===== config.mk =====
export PLATFORM = sky130hd
export DESIGN_NAME = ext_irq_ctrl
export DESIGN_NICKNAME = d
export VERILOG_FILES = /design/src/rtl/ext_irq_ctrl.sv
export SDC_FILE = /design/constraint.sdc
export NUM_CORES = 1
export LEC_CHECK = 0
export BUFFER_PORTS_ARGS = -buffer_cell sky130_fd_sc_hd__buf_2
export CORE_UTILIZATION = 55
export DETAILED_ROUTE_END_ITERATION = 8
export PLACE_DENSITY_LB_ADDON = 0.08
export SYNTH_ARGS = -nofsm -noshare
export SYNTH_HDL_FRONTEND = slang
export SYNTH_SLANG_ARGS = --single-unit

===== constraint.sdc =====
create_clock -name clk -period 1.8 [get_ports clk]
set_clock_uncertainty 0.15 [all_clocks]
set_input_delay 0.36 -clock clk [delete_from_list [all_inputs] [get_ports clk]]
set_output_delay 0.36 -clock clk [all_outputs]
set_load 0.005 [all_outputs]

===== src/rtl/ext_irq_ctrl.sv =====
module ext_irq_ctrl #(
  parameter int NUM_PINS = 4
) (
  input  logic                  clk,
  input  logic                  rst_n,
  input  logic [NUM_PINS-1:0]   pin_in,
  input  logic                  glb_en,
  input  logic                  wr_en,
  input  logic [1:0]            wr_addr,
  input  logic [2*NUM_PINS-1:0] wr_data,
  input  logic [1:0]            rd_addr,
  output logic [2*NUM_PINS-1:0] rd_data,
  input  logic [NUM_PINS-1:0]   irq_ack,
  output logic [NUM_PINS-1:0]   irq_req
);
  localparam int RW = 2 * NUM_PINS;
  localparam logic [1:0] A_SENSE = 2'd0, A_MASK = 2'd1, A_FLAG = 2'd2;

  logic [RW-1:0]       sense_q;
  logic [NUM_PINS-1:0] mask_q, flag_q;
  logic [NUM_PINS-1:0] sync1_q, sync2_q, prev_q;
  logic [NUM_PINS-1:0] hit, clr;

  always_ff @(posedge clk) begin
    if (!rst_n) begin
      sync1_q <= '1;
      sync2_q <= '1;
      prev_q  <= '1;
    end else begin
      sync1_q <= pin_in;
      sync2_q <= sync1_q;
      prev_q  <= sync2_q;
    end
  end

  always_ff @(posedge clk) begin
    if (!rst_n) begin
      sense_q <= '0;
      mask_q  <= '0;
    end else if (wr_en) begin
      if (wr_addr == A_SENSE) sense_q <= wr_data;
      if (wr_addr == A_MASK)  mask_q  <= wr_data[NUM_PINS-1:0];
    end
  end

  assign clr = irq_ack | ((wr_en && wr_addr == A_FLAG) ? wr_data[NUM_PINS-1:0] : '0);

  always_ff @(posedge clk) begin
    if (!rst_n) flag_q <= '0;
    else        flag_q <= (flag_q & ~clr) | hit;
  end

  for (genvar i = 0; i < NUM_PINS; i++) begin : g_pin
    logic [1:0] mode;
    logic       rise, fall;
    assign mode = sense_q[2*i +: 2];
    assign rise = sync2_q[i] & ~prev_q[i];
    assign fall = ~sync2_q[i] & prev_q[i];

    always_comb begin
      case (mode)
        2'b01:   hit[i] = rise | fall;
        2'b10:   hit[i] = fall;
        2'b11:   hit[i] = rise;
        default: hit[i] = 1'b0;
      endcase
    end

    assign irq_req[i] = glb_en & mask_q[i] & ((mode == 2'b00) ? ~sync2_q[i] : flag_q[i]);

    AST_RISE_SETS_FLAG: assert property (@(posedge clk) disable iff (!rst_n)
      (mode == 2'b11 && sync2_q[i] && !prev_q[i]) |=> flag_q[i]);
    AST_LEVEL_NO_FLAG: assert property (@(posedge clk) disable iff (!rst_n)
      (mode == 2'b00 && !flag_q[i]) |=> !flag_q[i]);
    AST_W1C: assert property (@(posedge clk) disable iff (!rst_n)
      (wr_en && wr_addr == A_FLAG && wr_data[i] && !hit[i]) |=> !flag_q[i]);
    AST_W0_KEEP: assert property (@(posedge clk) disable iff (!rst_n)
      (wr_en && wr_addr == A_FLAG && !wr_data[i] && !irq_ack[i] && flag_q[i]) |=> flag_q[i]);
    AST_ACK_CLR: assert property (@(posedge clk) disable iff (!rst_n)
      (irq_ack[i] && !hit[i]) |=> !flag_q[i]);
    AST_SET_WINS: assert property (@(posedge clk) disable iff (!rst_n)
      (hit[i] && clr[i]) |=> flag_q[i]);
  end

  always_comb begin
    rd_data = '0;
    case (rd_addr)
      A_SENSE: rd_data = sense_q;
      A_MASK:  rd_data[NUM_PINS-1:0] = mask_q;
      A_FLAG:  rd_data[NUM_PINS-1:0] = flag_q;
      default: rd_data = '0;
    endcase
  end

  AST_GATED_REQ: assert property (@(posedge clk) disable iff (!rst_n)
    ((irq_req & ~(mask_q & {NUM_PINS{glb_en}})) == '0));
endmodule


-- After elaboration in Yosys (flattened, before gate mapping)
Cells that the tools add are included.
- bitwise gates (word level): 32
- multiplexer cells: 11
- reduce and logical (&&, ||, !) cells: 9
- eq/ne operators: 16
- operators by type and width (operator ; count):
    2-bit == test (second input constant) ; 10
    1-bit bitwise AND ; 16
    2-bit by 1-bit == test with 1-bit output (second input constant) ; 6
    2-bit zero test ; 6
    1-bit one-hot mux with 3 select lines ; 4
    4-bit one-hot mux with 3 select lines ; 1
    4-bit 2-to-1 mux ; 2
    1-bit inverter ; 8
    4-bit OR ; 2
    4-bit bitwise AND ; 1
    1-bit 2-to-1 mux ; 4
    4-bit inverter ; 1
    1-bit OR ; 4
    2-bit AND reduction ; 2
    1-bit logical AND ; 1
- word-level logic and storage cells: 74
- register bits after elaboration: 28
- output and inout bits: 12
- input port bits: 24

-- Longest topological paths before layout
- depth after elaboration: 7
- depth in mapped cells: 5
- depth with buffers taken out: 5

-- Least setup slack after synthesis
OpenSTA, ideal clock, no wires.
- kind: input to output
- start point: input port rd_addr[1]
- end point: output port rd_data[0]
- data required time: 1.290 ns
- arrival time: 0.857 ns
- path slack: 0.433 ns
- buffers on the path: 1
- stages on the path: 4
- path through: buf_2 nor2b_1 nand2_1 o21ai_0
- word-level cells in the longest chain between the ends: 2
- elaborated cells between the ends (all ways): 4
- classes of those cells: 2 x eq/ne; 1 x mux; 1 x reduce/logical
- ends and longest elaborated chain (what ; line ; RTL):
    start, declared ; 11 ; input logic [1:0] rd_addr,
    2-bit == test, or another cell as far along ; 87 ; case (rd_addr)
    4-bit one-hot mux with 3 select lines (*) ; 87 ;
    end, declared ; 12 ; output logic [2*NUM_PINS-1:0] rd_data,
Every way passes the cells marked *; elsewhere a longest branch is shown, timed or not.

-- Final worst setup path
- start point: register sense_q[4]
- end point: output port irq_req[2]
- word-level cells in the longest chain between the ends: 3
- ends and longest elaborated chain (what ; line ; RTL):
    start, declared ; 19 ; logic [RW-1:0] sense_q;
    start signal, assigned ; 41 ; if (wr_addr == A_SENSE) sense_q <= wr_data;
    2-bit zero test ; 69 ; assign irq_req[i] = glb_en & mask_q[i] & ((mode == 2'b00) ? ~sync2_q[i] : flag_q[i]);
    1-bit 2-to-1 mux ; 69 ;
    1-bit bitwise AND ; 69 ;
    end, declared ; 14 ; output logic [NUM_PINS-1:0] irq_req
No other way between the ends.

==> summary.md <==
| Metric | Value |
|---|---|
| Status | `complete, no violations` |
| Die Span X | `51.43 µm` |
| Core Box Area | `2255 µm²` |
| IO Pins | `36` |
| Synthesis-to-layout area growth | `21.23%` |
| Synth top area cells | `dfxtp_1 42%, mux2i_1 12%, ha_1 7.4%` |
| DP HPWL | `2.083 mm` |
| Most crowded layer after global routing | `met2` |
| CTS hold repair buffers | `0` |
| DRC viols | `0` |
| Root Driver | `clkbuf_4` |
| H-tree depth | `1` |
| Sequential area share after synthesis | `41.71%` |
| Total CTS buffers | `3` |
| Met1 usage | `27.66%` |
| Unrepaired setup endpoints after global routing | `true` |
| WP data required | `1.29 ns` |
| Synth warnings | `0` |
| Setup WS pre-CTS | `0.1855 ns` |
| CTS tree | `done` |
| Vias in the first global route | `1083` |
| WL/cell | `13.45 µm` |
| Row cnt | `17` |
| Synth cell types | `23` |
| Clock Sinks | `28` |
| CP top delay family | `flip-flops` |
| Layout cells sized above 1 | `30.27%` |
| Post-Route WL | `2.865 mm` |
| HP Class | `input port to flop` |
| Vias per cell | `5.441` |
| Die area | `2645 µm²` |
| Post-route clock period utilization | `98.66%` |
| Worst-margin pin slew | `0.4336 ns` |
| Met3 Use GR | `3.571%` |
| Pwr Density | `664.4 nW/µm²` |
| Final setup fails | `0` |
| Crit-path max FO | `6` |
| 1st-iter DRT viols | `30` |
| Final Power | `0.001082 W` |
| Initial antenna violation count | `0` |
| GRT overflow | `0` |
| Setup CP Type | `flop to output port` |
| Yosys reg bits | `28` |
| Drt pass-1 iters | `4` |
| Pins Over Slew Limit | `0` |
| Met2 usage in global routing | `39.61%` |
| Post-Syn Area per Cell | `9.141 µm²` |
| Pin count of the biggest net entering global routing | `16` |
| Area leader, netlist | `dfxtp_1` |
| Number of port buffers | `35` |
| Skew-Pair Late Insertion Delay | `0.33 ns` |
| Hold Vio Cnt, Final | `0` |
| Syn_nets | `179` |
| Highest Clock Rate | `563.1 MHz` |
| First-pass GRT wire length | `4.505 mm` |
| Maxcap violations | `0` |
| Fin crit period | `1.776 ns` |
| Post-route ant nets | `0` |
| Crit end category | `output port` |
| Via Count | `1159` |
| Leak pwr | `0.7891 nW` |
| VDD IR max | `813.5 µV` |
| Clock Tree Buf Depth | `2` |
| Startpoint Class | `flop` |
| WP data arrival | `1.27 ns` |
| GPL Wtd Cong | `0.8280` |
| Slew headroom | `71.06%` |
| Synth top area share | `41.71%` |
| Mapped Area | `1344 µm²` |
| Nets | `218` |
| Mapped Cells | `147` |
| Starting Density | `59.60%` |
| Reg-to-reg slack, setup | `0.47 ns` |
| Critical path cell sequence | `o31ai_2, and3_1, buf_2` |
| Slowest cell on crit path | `dfxtp_4` |
| Setup ws final | `0.02417 ns` |
| ANT cells | `0` |
| Worst-path clk slew | `0.14 ns` |
| Crit path buf inv count | `1` |
| Gr usage total | `23.01%` |
| CP max stage delay | `0.39 ns` |
| Die Ht | `51.43 µm` |
==> placed cells by master, fill, tap and decap left out <==
cell type / n
buf_2: 35
dfxtp_1: 21
nor2_1: 17
mux2i_1: 16
nand2_1: 12
nand2b_1: 10
nand4b_1: 10
inv_1: 9
ha_1: 8
o21ai_0: 4
and2_1: 4
buf_4: 4
dfxtp_2: 4
and3_1: 3
nand3b_1: 3
a21oi_1: 3
o211ai_1: 3
clkbuf_4: 3
dfxtp_4: 3
o31ai_2: 2
o21ai_2: 2
nor2b_1: 1
nor2_2: 1
a211oi_1: 1
o21ai_1: 1
o31ai_1: 1
nor3b_2: 1
nand3_1: 1
a31oi_1: 1
clkbuf_8: 1
==> cell type report <==
class	instances	area (µm²)
clock buffers	4	36.28
multi-input cells	105	742.0
inverters	9	33.78
fillers	190	625.6
flip-flops and latches	28	576.8
repair buffers	39	205.2
well taps	28	35.03
==> routing by layer <==
metal	share of wire [%]	vias up	wire (µm)
met4	2.4	0	68
met2	48	39	1364
li1	-	582	-
met3	4.4	7	127
met1	46	531	1305
met5	0	-	0
==> cell families (layout without fill, tap and decap cells) <==
group	Yosys count	after routing	share of synthesized area, %
compound gates	18	18	8.100
fa+ha+maj	8	8	7.449
buf+inv	14	52	4.562
flops	28	28	41.71
mux	16	16	11.92
simple gates	63	63	26.26
==> repair_timing <==
action                                 CTS  global route
setup buffers                            0             2
setup endpoints to repair                2             5
gates resized for setup                  2            16
endpoints found under the hold margin    0             0
==> where the power goes <==
group          internal, W  total [W]  switching, W
sequential        0.000639   0.000658     0.0000194
clock             0.000124   0.000300      0.000176
combinational    0.0000603   0.000124     0.0000636
==> worst paths after layout <==
kind	from	cells after the start	endpoint
worst max register to register	sync2_q[3]	5	flag_q[3]
worst min register to register	sync1_q[1]	1	sync2_q[1]
worst min-delay path	pin_in[2]	2	sync1_q[2]
worst max-delay path	sense_q[4]	3	irq_req[2]
==> registers in the layout (all words and copies together) (netlist names) <==
register,count
prev_q,4
flag_q,4
sync2_q,4
sync1_q,4
sense_q,8
mask_q,4
==> metrics by stage <==
| step | hold WS (ns) | util [%] | instance area [µm²] | setup TNS (ns) | instances |
|---|---|---|---|---|---|
| CTS | 0.04306 | 70.09 | 1580 | 0 | 211 |
| global placement | 0.2386 | 68.37 | 1541 | 0 | 207 |
| detailed placement | 0.2464 | 68.37 | 1541 | 0 | 207 |
| finish | 0.04866 | 72.25 | 1629 | 0 | 213 |
| floorplan | 0.2363 | - | 1344 | 0 | 147 |
| global route | 0.02932 | 72.25 | 1629 | -0.05722 | 213 |
==> Yosys cell counts <==
library cell and count:
nand2b_1 10, and3_1 3, and2_1 4, nand3b_1 3
clkbuf_1 3, nand4b_1 10, a211oi_1 1, mux2i_1 16
a31oi_1 1, nor2b_1 1, o21ai_0 7, inv_1 9
buf_6 1, nor3b_2 1, nor2_1 18, nand2_1 12
o211ai_1 3, nand3_1 1, buf_2 1, a21oi_1 3
o31ai_1 3, dfxtp_1 28, ha_1 8
Note: power is estimated with default switching activity, not from simulation.
